File: src/rtl/lns_pkg.sv
package lns_pkg;

    typedef enum logic {
        ST_EMPTY  = 1'b0,
        ST_PRIMED = 1'b1
    } fill_state_t;

    // Flat-step limit for each threshold code (strict less-than compare)
    function automatic logic [4:0] step_limit(input logic [1:0] code);
        logic [4:0] lim;
        unique case (code)
            2'b00:   lim = 5'd16;
            2'b01:   lim = 5'd12;
            2'b10:   lim = 5'd8;
            default: lim = 5'd4;
        endcase
        return lim;
    endfunction

    // Kernel weight of history tap k (tap 0 = newest) for kernel f
    function automatic logic [1:0] kernel_weight(input int f, input int k);
        logic [1:0] w;
        if (f == 0) w = (k == 1) ? 2'd2 : ((k == 0 || k == 2) ? 2'd1 : 2'd0);
        else        w = (k == 2) ? 2'd2 : ((k == 0 || k == 4) ? 2'd1 : 2'd0);
        return w;
    endfunction

    // Tap that the bypass path takes so it lines up with kernel f
    function automatic int kernel_center(input int f);
        return (f == 0) ? 1 : 2;
    endfunction

endpackage

File: src/rtl/lns_history.sv
module lns_history
    import lns_pkg::*;
#(
    parameter int W     = 10,
    parameter int DEPTH = 5
) (
    input  logic                    clk,
    input  logic                    rst_n,
    input  logic [W-1:0]            din,
    input  logic                    din_valid,
    output logic [DEPTH-1:0][W-1:0] taps,
    output logic [W-1:0]            prev
);

    fill_state_t state_q, state_d;

    // State register
    always_ff @(posedge clk) begin
        if (!rst_n) state_q <= ST_EMPTY;
        else        state_q <= state_d;
    end

    // Next state and outputs
    always_comb begin
        state_d = state_q;
        prev    = taps[0];
        unique case (state_q)
            ST_EMPTY: begin
                prev = '0;
                if (din_valid) state_d = ST_PRIMED;
            end
            ST_PRIMED: begin
                prev = taps[0];
            end
        endcase
    end

    // Shift chain, advanced only by accepted samples
    generate
        for (genvar i = 0; i < DEPTH; i++) begin : g_tap
            always_ff @(posedge clk) begin
                if (!rst_n)         taps[i] <= '0;
                else if (din_valid) taps[i] <= (i == 0) ? din : taps[(i == 0) ? 0 : i-1];
            end
        end
    endgenerate

    AST_HIST_HOLD: assert property (@(posedge clk) disable iff (!rst_n)
        !din_valid |=> $stable(taps));
    AST_STAY_PRIMED: assert property (@(posedge clk) disable iff (!rst_n)
        state_q == ST_PRIMED |=> state_q == ST_PRIMED);
    AST_FIRST_SAMPLE: assert property (@(posedge clk) disable iff (!rst_n)
        (state_q == ST_EMPTY && din_valid) |=> (state_q == ST_PRIMED && taps[0] == $past(din)));

endmodule

File: src/rtl/lns_step_detect.sv
module lns_step_detect
    import lns_pkg::*;
#(
    parameter int W = 10
) (
    input  logic [W-1:0] cur,
    input  logic [W-1:0] prev,
    input  logic [1:0]   code,
    output logic         flat
);

    logic [W-1:0] step;
    logic [W-1:0] limit;

    always_comb begin
        step  = (cur >= prev) ? (cur - prev) : (prev - cur);
        limit = {{(W-5){1'b0}}, step_limit(code)};
        flat  = (step < limit);
    end

endmodule

File: src/rtl/lns_notch_bank.sv
module lns_notch_bank
    import lns_pkg::*;
#(
    parameter int W     = 10,
    parameter int DEPTH = 5,
    parameter int NK    = 2
) (
    input  logic [DEPTH-1:0][W-1:0] taps,
    input  logic                    ksel,
    output logic [W-1:0]            filt,
    output logic [W-1:0]            byp
);

    localparam int AW = W + 2;

    logic [NK-1:0][W-1:0] filt_k;
    logic [NK-1:0][W-1:0] byp_k;

    generate
        for (genvar f = 0; f < NK; f++) begin : g_kernel
            logic [AW-1:0] acc;
            always_comb begin
                acc = '0;
                for (int k = 0; k < DEPTH; k++) begin
                    acc = acc + ({2'b00, taps[k]} * AW'(kernel_weight(f, k)));
                end
                filt_k[f] = acc[AW-1:2];
                byp_k[f]  = taps[kernel_center(f)];
            end
        end
    endgenerate

    always_comb begin
        filt = filt_k[ksel];
        byp  = byp_k[ksel];
    end

endmodule

File: src/rtl/luma_notch_selector.sv
module luma_notch_selector
    import lns_pkg::*;
#(
    parameter int W = 10
) (
    input  logic         clk,
    input  logic         rst_n,
    input  logic [W-1:0] din,
    input  logic         din_valid,
    input  logic [1:0]   thr_sel,
    input  logic         core_en,
    input  logic         fsel,
    output logic [W-1:0] dout,
    output logic         dout_valid
);

    localparam int DEPTH = 5;
    localparam int NK    = 2;

    logic [DEPTH-1:0][W-1:0] taps;
    logic [W-1:0]            prev;
    logic                    flat_c;
    logic [W-1:0]            filt_c, byp_c;

    // Stage 1: step decision and captured controls
    logic v1, flat1, en1, ksel1;
    // Stage 2: filtered and bypass candidates
    logic v2, use2;
    logic [W-1:0] filt2, byp2;

    lns_history #(.W(W), .DEPTH(DEPTH)) u_hist (
        .clk(clk), .rst_n(rst_n), .din(din), .din_valid(din_valid),
        .taps(taps), .prev(prev)
    );

    lns_step_detect #(.W(W)) u_step (
        .cur(din), .prev(prev), .code(thr_sel), .flat(flat_c)
    );

    lns_notch_bank #(.W(W), .DEPTH(DEPTH), .NK(NK)) u_bank (
        .taps(taps), .ksel(ksel1), .filt(filt_c), .byp(byp_c)
    );

    always_ff @(posedge clk) begin
        if (!rst_n) begin
            v1 <= 1'b0; flat1 <= 1'b0; en1 <= 1'b0; ksel1 <= 1'b0;
            v2 <= 1'b0; use2 <= 1'b0; filt2 <= '0; byp2 <= '0;
            dout <= '0; dout_valid <= 1'b0;
        end else begin
            v1 <= din_valid;
            if (din_valid) begin
                flat1 <= flat_c;
                en1   <= core_en;
                ksel1 <= fsel;
            end
            v2 <= v1;
            if (v1) begin
                use2  <= flat1 & en1;
                filt2 <= filt_c;
                byp2  <= byp_c;
            end
            dout_valid <= v2;
            if (v2) dout <= use2 ? filt2 : byp2;
        end
    end

    AST_VALID_LATENCY: assert property (@(posedge clk) disable iff (!rst_n)
        din_valid |-> ##3 dout_valid);
    AST_NO_SPURIOUS: assert property (@(posedge clk) disable iff (!rst_n)
        !din_valid |-> ##3 !dout_valid);
    AST_DATA_HOLD: assert property (@(posedge clk) disable iff (!rst_n)
        !dout_valid |-> $stable(dout));
    AST_DETAIL_BYPASS: assert property (@(posedge clk) disable iff (!rst_n)
        (v2 && !use2) |=> dout == $past(byp2));

endmodule

File: config.mk
export PLATFORM = sky130hd
export DESIGN_NAME = luma_notch_selector
export DESIGN_NICKNAME = d
export VERILOG_FILES = /design/src/rtl/lns_pkg.sv /design/src/rtl/lns_history.sv /design/src/rtl/lns_step_detect.sv /design/src/rtl/lns_notch_bank.sv /design/src/rtl/luma_notch_selector.sv
export SDC_FILE = /design/constraint.sdc
export NUM_CORES = 1
export LEC_CHECK = 0
export BUFFER_PORTS_ARGS = -buffer_cell sky130_fd_sc_hd__buf_4
export CAP_MARGIN = 10
export CORE_MARGIN = 5
export CORE_UTILIZATION = 40
export CTS_CLUSTER_SIZE = 10
export DETAILED_ROUTE_END_ITERATION = 6
export HOLD_SLACK_MARGIN = 0.05
export PLACE_DENSITY_LB_ADDON = 0.1
export SLEW_MARGIN = 10
export SYNTH_ARGS = -nofsm -noshare
export SYNTH_HDL_FRONTEND = slang
export SYNTH_SLANG_ARGS = --single-unit
File: constraint.sdc
create_clock -name clk -period 3.4 [get_ports clk]
set_clock_uncertainty 0.15 [all_clocks]
set_input_delay 0.17 -clock clk [delete_from_list [all_inputs] [get_ports clk]]
set_output_delay 0.17 -clock clk [all_outputs]
set_load 0.03 [all_outputs]
# == Word level (Yosys, flattened, before mapping) ==
# Cells that the tools add are included.
# totals
ff_bits,88
latch_bits,0
ramBits,0
rom_bits,0
input_bits,17
output_inout_bits,11
elab_cells,40
n_memories,0
# op_classes
n_addsub,6
mul,0
n_div,0
magnitude_cmp,3
n_eq_ne,2
shift,0
n_mux,10
bitwise_logic,2
n_reduce_logical,1
# op_table
op,n
10-bit 2-to-1 mux,6
10-bit by 11-bit adder with 12-bit output,2
12-bit by 10-bit adder with 12-bit output,2
10-bit case mux with 2 select lines,1
10-bit subtractor,2
5-bit case mux with 3 select lines,1
10-bit >= comparator,1
10-bit by 5-bit less-than comparator with 1-bit output,1
2-bit by 1-bit == test with 1-bit output (second input constant),1
2-bit == test (second input constant),1
2-bit zero test,1
1-bit by 2-bit less-than comparator with 1-bit output (second input constant),1
1-bit 2-to-1 mux,2
1-bit AND,1
1-bit NOT,1

# == Longest topological paths before layout ==
# Gate-level depths: netlist of the first run.
# depth
depth_word,5
depth_mapped,18
ltp_nobuf,16

# == Cells and area by module ==
# A second synthesis of the first run with hierarchy kept.
# hier_totals
cells_unflattened,591
area_unflattened_um2,5905.7
# modules_own_cells
mod,n_inst,cells_per_inst,area_per_inst_um2,seq_area_each_um2
lns_history,1,174,2013.2,1021.0
luma_notch_selector,1,128,1453.9,740.7
lns_notch_bank,1,148,1396.3,0.0
lns_step_detect,1,141,1042.2,0.0

# == Worst setup path after synthesis of the first run ==
# No wires, ideal clock.
# synth_path
path_kind,register -> register
from,register u_hist.state_q
to,register flat1
setup_time_ns,0.087
t_arrival_ns,2.975
required_time_ns,3.163
path_slack_ns,0.188
stages_incl_launch_ff,16
n_path_buf,1
period_less_slack_ns,3.212
path_cell_list,dfxtp_1 > clkbuf_1 > nand2_1 > ha_1 > nand2_1 > o41ai_1 > nor2_1 > o21ai_1 > mux2i_1 > a21oi_1 > xnor2_1 > ha_1 > nor3b_1 > mux2_2 > o2bb2ai_1 > o31ai_1
# synth_between
elab_chain_cells,5
elab_cells_between_ends,7
cone_classes,2 x add/sub; 2 x order compare; 2 x mux; 1 x bitwise
# synth_rtl
item,line_no,rtl
start: declaration,lns_history.sv:15,"fill_state_t state_q, state_d;"
start signal: assignment,lns_history.sv:20,else state_q <= state_d;
1-bit NOT,lns_history.sv:27,unique case (state_q)
10-bit case mux with 2 select lines (*),lns_history.sv:27,
10-bit subtractor / 10-bit >= comparator (equally long branches),lns_step_detect.sv:16,step = (cur >= prev) ? (cur - prev) : (prev - cur);
10-bit 2-to-1 mux (*),lns_step_detect.sv:16,
10-bit by 5-bit less-than comparator with 1-bit output (*),lns_step_detect.sv:18,flat = (step < limit);
end signal: assignment,luma_notch_selector.sv:52,flat1 <= flat_c;
end: declaration,luma_notch_selector.sv:26,"logic v1, flat1, en1, ksel1;"
# Every way passes the cells marked *; elsewhere a longest branch is shown, timed or not.
# A chain may end at the register's enable or synchronous reset.

# == Worst setup path in the final report of the first run ==
# Same ends and word-level chain as after synthesis.

==> results_dict.tcl, run 1 <==
set metrics [dict create \
    seq_area_frac_synth_pct 33.3 \
    synth_nets 655 \
    rows 42 \
    powerDensity_nw_per_um2 395 \
    ys_ff_latch 88 \
    clkTransAtPathRegs_ps 60 \
    fp.dieH_um 125 \
    core_sq_um 13100 \
    drc_errors 0 \
    die_w_um 125 \
    layout_commonest_cell "nor2_1" \
    wire_per_inst_um 14.3 \
    fin_ws_ps 186 \
    synth.distinct_cells 48 \
    avgSynthCellArea_sq_um 9.19 \
    synthArstFlopShare_pct 0 \
    cp-end-kind "flip-flop" \
    yosys_warnings 0 \
    io_buffer_count 27 \
    numClockSinks 88 \
    whs_ps 315 \
    clk_latency_ps 350 \
    syn_area_sq_um 5290 \
    hold_end "u_hist.taps[41]" \
    gp_congestion 0.820 \
    period_share_pct 94.5 \
    synth_flop_cell "dfxtp_1" \
    cts_made_buffers 9 \
    synth_edf_count 0 \
    finalHoldViolCount 0 \
    tightest_slew_ps 802 \
    cts_max_path_buffers 2 \
    io_pins 28 \
    timing.fmax_mhz 311 \
    final_cell_mix "nor2_1, dfxtp_1, mux2i_1" \
    grt_usage_pct 15.0 \
    r2r_start "u_hist.state_q" \
    r2r_end "flat1" \
    cts_tree "built" \
    wirelength_mm 11.4 \
    antenna_found_initial 0 \
    post-route-cell-area_sq_um 6240 \
    r2r_cells 17 \
    antenna-diode-count 0 \
    rsz0062_at_grt "no" \
    grt_max_degree 49 \
    slew_viol_final 0 \
    min_path_cells 3 \
    crit_path_start "u_hist.state_q" \
    die_area_sq_um 15600 \
    overflow 0 \
    grt_pass1_wl_mm 19.5 \
    grt_pass1_vias 3925 \
    critPathKind "reg -> reg" \
    reg2reg_slack_ps 190 \
    cts-htree-levels 3 \
    peakVddDrop_v 0.000219 \
    finalNetCount 697 \
    tns_ps 0 \
    drtPass1Iterations 4 \
    hold_path.class "in -> reg" \
    relSlewSlack_pct 46.5 \
    via_count 3998 \
    area_growth_pct 17.9 \
    cellLeakagePower_nw 2.76 \
    worstPathRequired_ps 3480 \
    setup_violations 0 \
    place_ws_ps -49.6 \
    drtIter0Drc 221 \
    start_kind "flip-flop" \
    status "finished, final reports clean" \
    fin_crit_ps 3210 \
    antenna_left 0 \
    place.detailed.hpwl_mm 8.70 \
    cap_viol_max_count 0 \
    vias_per_cell 5.00 \
    initial_utilization_pct 40.5 \
    finalPower_mw 2.47 \
    drive_gt1_share_pct 13.3 \
    syn_inst 576 \
    dpl_cell_area_sq_um 5740 \
    hold_start "din_valid" \
    cts_root_buffer "clkbuf_16" \
    cp.arrival_ps 3300 \
    path_max_fanout 11 \
]
## layer usage
metal / track usage (%) / part of all wire, %
met2: 23.3 / 44
met1: 20.9 / 51
met4: 4.78 / 1.6
met3: 3.33 / 3.0
met5: 0 / 0
## critical path: stages, from the launching register on
cell,delay [ps]
dfxtp_4,390
nand2_1,100
inv_1,40
ha_1,290
nor2b_4,140
o31a_1,280
o21ai_1,230
o21ai_2,90
buf_4,160
nor2_1,80
nor2_1,60
a21oi_1,170
xnor2_1,140
ha_1,220
nor3_1,70
mux2_2,270
o2bb2ai_1,150
o31ai_1,70
## per-stage QoR
stage,std cells,utilization [%]
after floorplan,576,-
after global placement,770,43.9
after detailed placement,770,43.9
after CTS,799,47.1
after global routing,799,47.7
final,799,47.7
## registers in the layout (all words and copies together), names as in the netlist
| register | cells |
|---|---|
| u_hist.taps | 50 |
| byp2 | 10 |
| dout | 10 |
| filt2 | 10 |
| dout_valid | 1 |
| en1 | 1 |
| flat1 | 1 |
| ksel1 | 1 |
| u_hist.state_q | 1 |
| use2 | 1 |
| v1 | 1 |
| v2 | 1 |
## worst max path at each step
stage                     endpoint  slack [ps]  cells past startpoint
after floorplan              flat1         190                     15
after global placement       flat1          90                     15
after detailed placement     flat1         -50                     15
after CTS                    flat1          20                     15
after global routing         flat1           3                     17
final                        flat1         190                     17
## logic make-up (layout without fill, tap and decap cells)
family | Yosys count | in the layout | share of synthesized area [%]
and+or+nand+nor | 170 | 170 | 14.4
DFF | 88 | 88 | 33.3
xor gates and xnor gates | 15 | 15 | 2.48
muxes | 82 | 82 | 15.6
AOI/OAI and AO/OA | 96 | 96 | 12.2
buffers and inverters | 63 | 110 | 4.61
adders and majority gates | 62 | 62 | 17.5
## power by group
group	switching, mW	internal, mW
clock network	0.421	0.517
logic	0.228	0.194
registers	0.0352	1.07
## cells in the mapped netlist, types with 6 or more instances
cell	n	area (sq um)
nand3_1	6	30.0
nor2_1	101	379
xnor2_1	9	78.8
mux2i_1	80	801
inv_1	35	131
a211oi_1	28	210
fa_1	20	400
nand2_1	20	75.1
nor2b_1	8	50.1
xor2_1	6	52.6
nor3_1	11	55.1
ha_1	42	526
dfxtp_1	88	1760
o21ai_0	23	115
a21oi_1	17	85.1
clkbuf_1	23	86.3
## layout make-up
cell class                      count  area, sq um
Clock buffer                       10          239
Clock inverter                      6         43.8
Fill cell                        1283         6850
Inverter                           36          135
Multi-Input combinational cell    425         3360
Sequential cell                    88         1770
Tap cell                          176          220
Timing Repair Buffer               58          468
## timing repair
item,CTS,global route
pin swaps,0,1
setup buffers,0,0
gates resized for setup,1,17
endpoints found under the hold margin,19,0
hold buffers,13,0
endpoints found under the setup margin,1,3
No activity file was read; power rests on OpenSTA's default activity.
==> inputs of run 2 (changes only) <==
==> constraint.sdc (replaced) <==
create_clock -name clk -period 2.7 [get_ports clk]
set_clock_uncertainty 0.15 [all_clocks]
set_input_delay 0.135 -clock clk [delete_from_list [all_inputs] [get_ports clk]]
set_output_delay 0.135 -clock clk [all_outputs]
set_load 0.03 [all_outputs]
==> run 2 against run 1 <==
- the run now ends with setup timing left
- routed wire length grew 6.5%
- maximum frequency grew 3.3%
- clock-buffer cell count grew 1
- sequential power grew 25%
- non-clock buffer count grew 57
- die area is the same
- via count grew 5.8%
- first-iteration DRC count shrank 26%
- final cell count grew 7.1%
- critical endpoint unchanged
- largest cell class unchanged
==> results_dict.tcl, run 2 (synthesis gave the netlist of run 1 again) <==
set metrics [dict create \
    die_area_sq_um 15600 \
    drive_gt1_share_pct 30.6 \
    violations "setup timing" \
    cts_root_buffer "clkbuf_16" \
    start_kind "flip-flop" \
    power.internal_mw 2.52 \
    crit_chain "nand2_2 -> inv_1 -> ha_4 -> nand4_1 -> o41ai_4 -> nor2_2 -> o21ai_2 -> mux2i_1 -> a21oi_1 -> xnor2_1 -> ha_2 -> nor3_2 -> mux2_4 -> o2bb2ai_4 -> o31ai_2" \
    cpPeakStageDelay_ps 370 \
    p_switching_mw 0.875 \
    via_count 4231 \
    worstPathRequired_ps 2770 \
    drc_errors 0 \
    cap_viol_max_count 0 \
    path_delay_family "compound AO/OA/AOI/OAI gates" \
    grt_usage_pct 15.7 \
    die_w_um 125 \
    cp.arrival_ps 3180 \
    vias_per_cell 4.94 \
    tns_ps -447 \
    antenna-diode-count 0 \
    drtIter0Drc 163 \
    grt_max_degree 38 \
    placed_cells 819 \
    hold_path.class "in -> reg" \
    place.detailed.hpwl_mm 9.20 \
    finalPower_mw 3.39 \
    io_buffer_count 27 \
    slowest_stage "dfxtp_4" \
    wirelength_mm 12.1 \
    fin_ws_ps -411 \
    finalNetCount 754 \
    path_max_fanout 5 \
    crit_path_start "u_hist.taps[1]" \
    antenna_left 0 \
    tightest_slew_ps 668 \
    grt_pass1_vias 4346 \
    p_comb_share_pct 20.0 \
    seqPwrFrac_pct 40.9 \
    rows 42 \
    switching_share_pct 25.8 \
    status "finished, violations left" \
    peakVddDrop_v 0.000298 \
    antenna_found_initial 0 \
    drtPass1Iterations 4 \
    area_growth_pct 34.9 \
    setup_violations 4 \
    relSlewSlack_pct 55.4 \
    cts_tree "built" \
    io_pins 28 \
    path_buf_inv 1 \
    cellLeakagePower_nw 3.12 \
    cp-end-kind "flip-flop" \
    clk_latency_ps 330 \
    powerDensity_nw_per_um2 475 \
    timing.fmax_mhz 321 \
    p_clk_share_pct 39.1 \
    layout_commonest_cell "nor2_1" \
    rsz0062_at_grt "yes" \
    numClockSinks 88 \
    largest_reg_flops 50 \
    core_sq_um 13100 \
    cts_max_path_buffers 2 \
    wire_per_inst_um 14.2 \
    clkTransAtPathRegs_ps 60 \
    grt_pass1_wl_mm 20.5 \
    hold_start "din_valid" \
    fin_util_pct 54.6 \
    cts-htree-levels 3 \
    place_ws_ps -457 \
    gp_congestion 0.797 \
    largest_register "u_hist.taps" \
    critPathKind "reg -> reg" \
    stdcell_count 856 \
    initial_utilization_pct 40.5 \
    overflow 0 \
    finalHoldViolCount 0 \
    cts_made_buffers 9 \
    r2r_start "u_hist.taps[1]" \
    fp.dieH_um 125 \
    fin_crit_ps 3110 \
    final_cell_mix "nor2_1, buf_4, mux2i_1" \
    period_share_pct 115 \
    slew_viol_final 0 \
    fillers 1201 \
]
-- run 2: changes by cell type in the layout (fill, tap and decap cells not counted), moves of 8 or more --
cell / change
buf_4: +52
ha_1: -12
ha_4: +11
nand2_1: -11
inv_1: -8
o21ai_0: -8
-- run 2: layout make-up --
class / instances / area, sq um / share of cell area (%)
timing repair buffer: 115 / 941 / 13.2
clock buffer: 11 / 243 / 3.40
multi-input combinational: 425 / 3730 / 52.3
sequential: 88 / 1790 / 25.0
tap: 176 / 220 / 3.08
clock inverter: 5 / 80.1 / 1.12
inverter: 36 / 138 / 1.93
-- run 2: power groups by stage --
stage,registers [mW],clock network (mW),logic (mW)
finish,1.39,1.33,0.678
global route,1.40,1.41,0.751
global placement,1.42,0,0.580
floorplan,1.43,0,0.372
detailed placement,1.42,0,0.589
CTS,1.39,1.36,0.630
-- run 2: final timing paths --
| check | endpoint | slack, ps | depth (start not counted) |
|---|---|---|---|
| hold / removal | u_hist.taps[28] | 230 | 3 |
| setup / recovery | flat1 | -410 | 15 |
| setup reg to reg | flat1 | -410 | 15 |
| hold reg to reg | dout[3] | 330 | 2 |
-- run 2: per-stage QoR --
step / hold slack, ps / cell area [sq um]
floorplan: 132 / 5450
global placement: 218 / 6290
detailed placement: 243 / 6290
CTS: 232 / 6900
global route: 263 / 7140
finish: 233 / 7140
-- run 2: repair_timing --
item / CTS / global route
buffers inserted: 5 / 3
hold buffers: 13 / 0
hold endpoints to repair: 19 / 0
pin swaps: 37 / 33
cloned: 0 / 0
endpoints found under the setup margin: 7 / 6
gates resized for setup: 36 / 51
-- run 2: per-layer routing --
layer  vias up  global-route usage, %  share of wire (%)
li1       2189                      -                  -
met1      1962                   20.4                 46
met2        55                   26.0                 48
met3        25                   2.47                2.6
met4         0                   6.70                2.6
met5         -                      0                  0
-- run 2: worst register-to-register path: stages (launching register included) --
cell and delay (ps):
dfxtp_4 370, nand2_2 80, inv_1 60, ha_4 270, nand4_1 190, o41ai_4 370, nor2_2 90, o21ai_2 100
mux2i_1 260, a21oi_1 120, xnor2_1 180, ha_2 240, nor3_2 60, mux2_4 280, o2bb2ai_4 120, o31ai_2 60
==> inputs of run 3 (changes only) <==
==> constraint.sdc (replaced) <==
create_clock -name clk -period 4 [get_ports clk]
set_clock_uncertainty 0.15 [all_clocks]
set_input_delay 0.2 -clock clk [delete_from_list [all_inputs] [get_ports clk]]
set_output_delay 0.2 -clock clk [all_outputs]
set_load 0.03 [all_outputs]
==> run 3 against run 2 <==
- the run now ends clean
- clock-buffer cell count is the same
- total power shrank 36%
- die area is the same
- clock power shrank 33%
- worst setup slack gained 870 ps
- combinational power shrank 53%
- sequential share of layout area grew 3.9 points
- sequential power shrank 32%
- critical path depth shrank 1
- via count shrank 7.1%
- largest cell class unchanged
- sequential cell count is the same
- routed wire length shrank 11%
- highest routed layer unchanged
==> results_dict.tcl, run 3 (synthesis gave the netlist of run 1 again) <==
set metrics [dict create \
    worstPathRequired_ps 4100 \
    r2r_end "flat1" \
    seq_area_sq_um 1760 \
    initial_utilization_pct 40.5 \
    io_pins 28 \
    drtIter0Drc 223 \
    fillers 1284 \
    cellLeakagePower_nw 2.67 \
    cp.arrival_ps 3640 \
    reg2reg_slack_ps 460 \
    r2r_cells 14 \
    fin_ws_ps 463 \
    area_growth_pct 15.1 \
    r2r_start "u_hist.state_q" \
    critPathKind "reg -> reg" \
    grt_usage_pct 14.3 \
    peakVddDrop_v 0.000187 \
    layout_commonest_cell "nor2_1" \
    vias_per_cell 5.01 \
    power.internal_mw 1.62 \
    finalNetCount 683 \
    gp_congestion 0.798 \
    grt_pass1_wl_mm 18.8 \
    wire_per_inst_um 13.8 \
    place_ws_ps 467 \
    slew_viol_final 0 \
    cts_setup_buffers 0 \
    cts_made_buffers 9 \
    tns_ps 0 \
    path_max_fanout 11 \
    start_kind "flip-flop" \
    drc_errors 0 \
    cts-htree-levels 3 \
    cts_root_buffer "clkbuf_16" \
    largest_reg_flops 50 \
    crit_chain "nand2_1 -> ha_1 -> nand2_1 -> o41ai_1 -> nor2_1 -> o21ai_1 -> mux2i_1 -> a21oi_1 -> xnor2_1 -> ha_1 -> nor3b_1 -> mux2_2 -> o2bb2ai_1 -> o31ai_1" \
    rows 42 \
    cpPeakStageDelay_ps 570 \
    path_delay_family "compound AO/OA/AOI/OAI gates" \
    numClockSinks 88 \
    overflow 0 \
    p_clk_share_pct 41.4 \
    switching_share_pct 25.1 \
    finalPower_mw 2.16 \
    antenna-diode-count 0 \
    tightest_slew_ps 1070 \
    cts_resized 0 \
    hold_end "dout[0]" \
    path_buf_inv 0 \
    timing.fmax_mhz 283 \
    die_w_um 125 \
    fp.dieH_um 125 \
    cap_viol_max_count 0 \
    whs_ps 334 \
    rsz0062_at_grt "no" \
    hold_start "dout[0]" \
    status "finished, final reports clean" \
    fin_crit_ps 3540 \
    finalHoldViolCount 0 \
    drive_gt1_share_pct 8.70 \
    clk_latency_ps 340 \
    setup_violations 0 \
    die_area_sq_um 15600 \
    grt_max_degree 56 \
    wirelength_mm 10.8 \
    p_comb_share_pct 14.8 \
    io_buffer_count 27 \
    slowest_stage "dfxtp_1" \
    clkTransAtPathRegs_ps 60 \
    place.detailed.hpwl_mm 8.32 \
    min_path_cells 2 \
    antenna_found_initial 0 \
    largest_register "u_hist.taps" \
    multi_input_area_sq_um 3290 \
    antenna_left 0 \
    cts_max_path_buffers 2 \
    period_share_pct 88.4 \
    p_switching_mw 0.544 \
    final_cell_mix "nor2_1, dfxtp_1, mux2i_1" \
    hold_path.class "reg -> reg" \
    powerDensity_nw_per_um2 355 \
    seqPwrFrac_pct 43.8 \
    cts_tree "built" \
    core_sq_um 13100 \
    grt_pass1_vias 3922 \
    relSlewSlack_pct 28.4 \
    cp-end-kind "flip-flop" \
    drtPass1Iterations 4 \
    via_count 3929 \
]
## run 3: cell count changes in the layout (fill, tap and decap cells not counted), sizes merged
cell  delta
buf     -71
## run 3: cell type report
cell class | instances | area share (%)
Inverter | 36 | 2.22
Sequential cell | 88 | 28.9
Clock inverter | 5 | 1.31
Tap cell | 176 | 3.62
Clock buffer | 11 | 3.99
Timing Repair Buffer | 44 | 5.96
Multi-Input combinational cell | 425 | 54.0
## run 3: what timing repair did
action                                 4_1_cts  5_1_grt
endpoints found under the hold margin       16        0
hold buffers                                13        0
setup endpoints to repair                    0        0
## run 3: power by group through the flow
stage / sequential [mW] / combinational, mW / clock (mW)
after floorplan: 0.963 / 0.235 / 0
after global placement: 0.968 / 0.309 / 0
after detailed placement: 0.969 / 0.311 / 0
after CTS: 0.950 / 0.324 / 0.917
after global routing: 0.955 / 0.362 / 0.952
final: 0.949 / 0.320 / 0.896
## run 3: per-layer routing
layer,GRT usage [%],share of wire [%],vias to the layer above
li1,-,-,2044
met1,19.4,50,1832
met2,23.6,46,44
met3,1.71,2.5,9
met4,4.97,1.5,0
met5,0,0,-
## run 3: worst max path at each step
stage	from	endpoint	depth (start not counted)
2_1_floorplan	u_hist.state_q	flat1	15
3_3_place_gp	u_hist.state_q	flat1	14
3_5_place_dp	u_hist.state_q	flat1	14
4_1_cts	u_hist.state_q	flat1	14
5_1_grt	u_hist.state_q	flat1	14
6_report	u_hist.state_q	flat1	14
## run 3: metrics by stage
stage / cell area (sq um) / utilization [%] / instances
2_1_floorplan: 5290 / - / 576
6_report: 6090 / 46.5 / 785
5_1_grt: 6090 / 46.5 / 785
3_3_place_gp: 5640 / 43.1 / 756
3_5_place_dp: 5640 / 43.1 / 756
4_1_cts: 6090 / 46.5 / 785
## run 3: worst min-delay path: cells and delay by family, from the launching register on
family           cells  cell delay [ps]
AO/OA/AOI/OAI        1               50
AND/OR/NAND/NOR      1               80
flip-flops           1              310
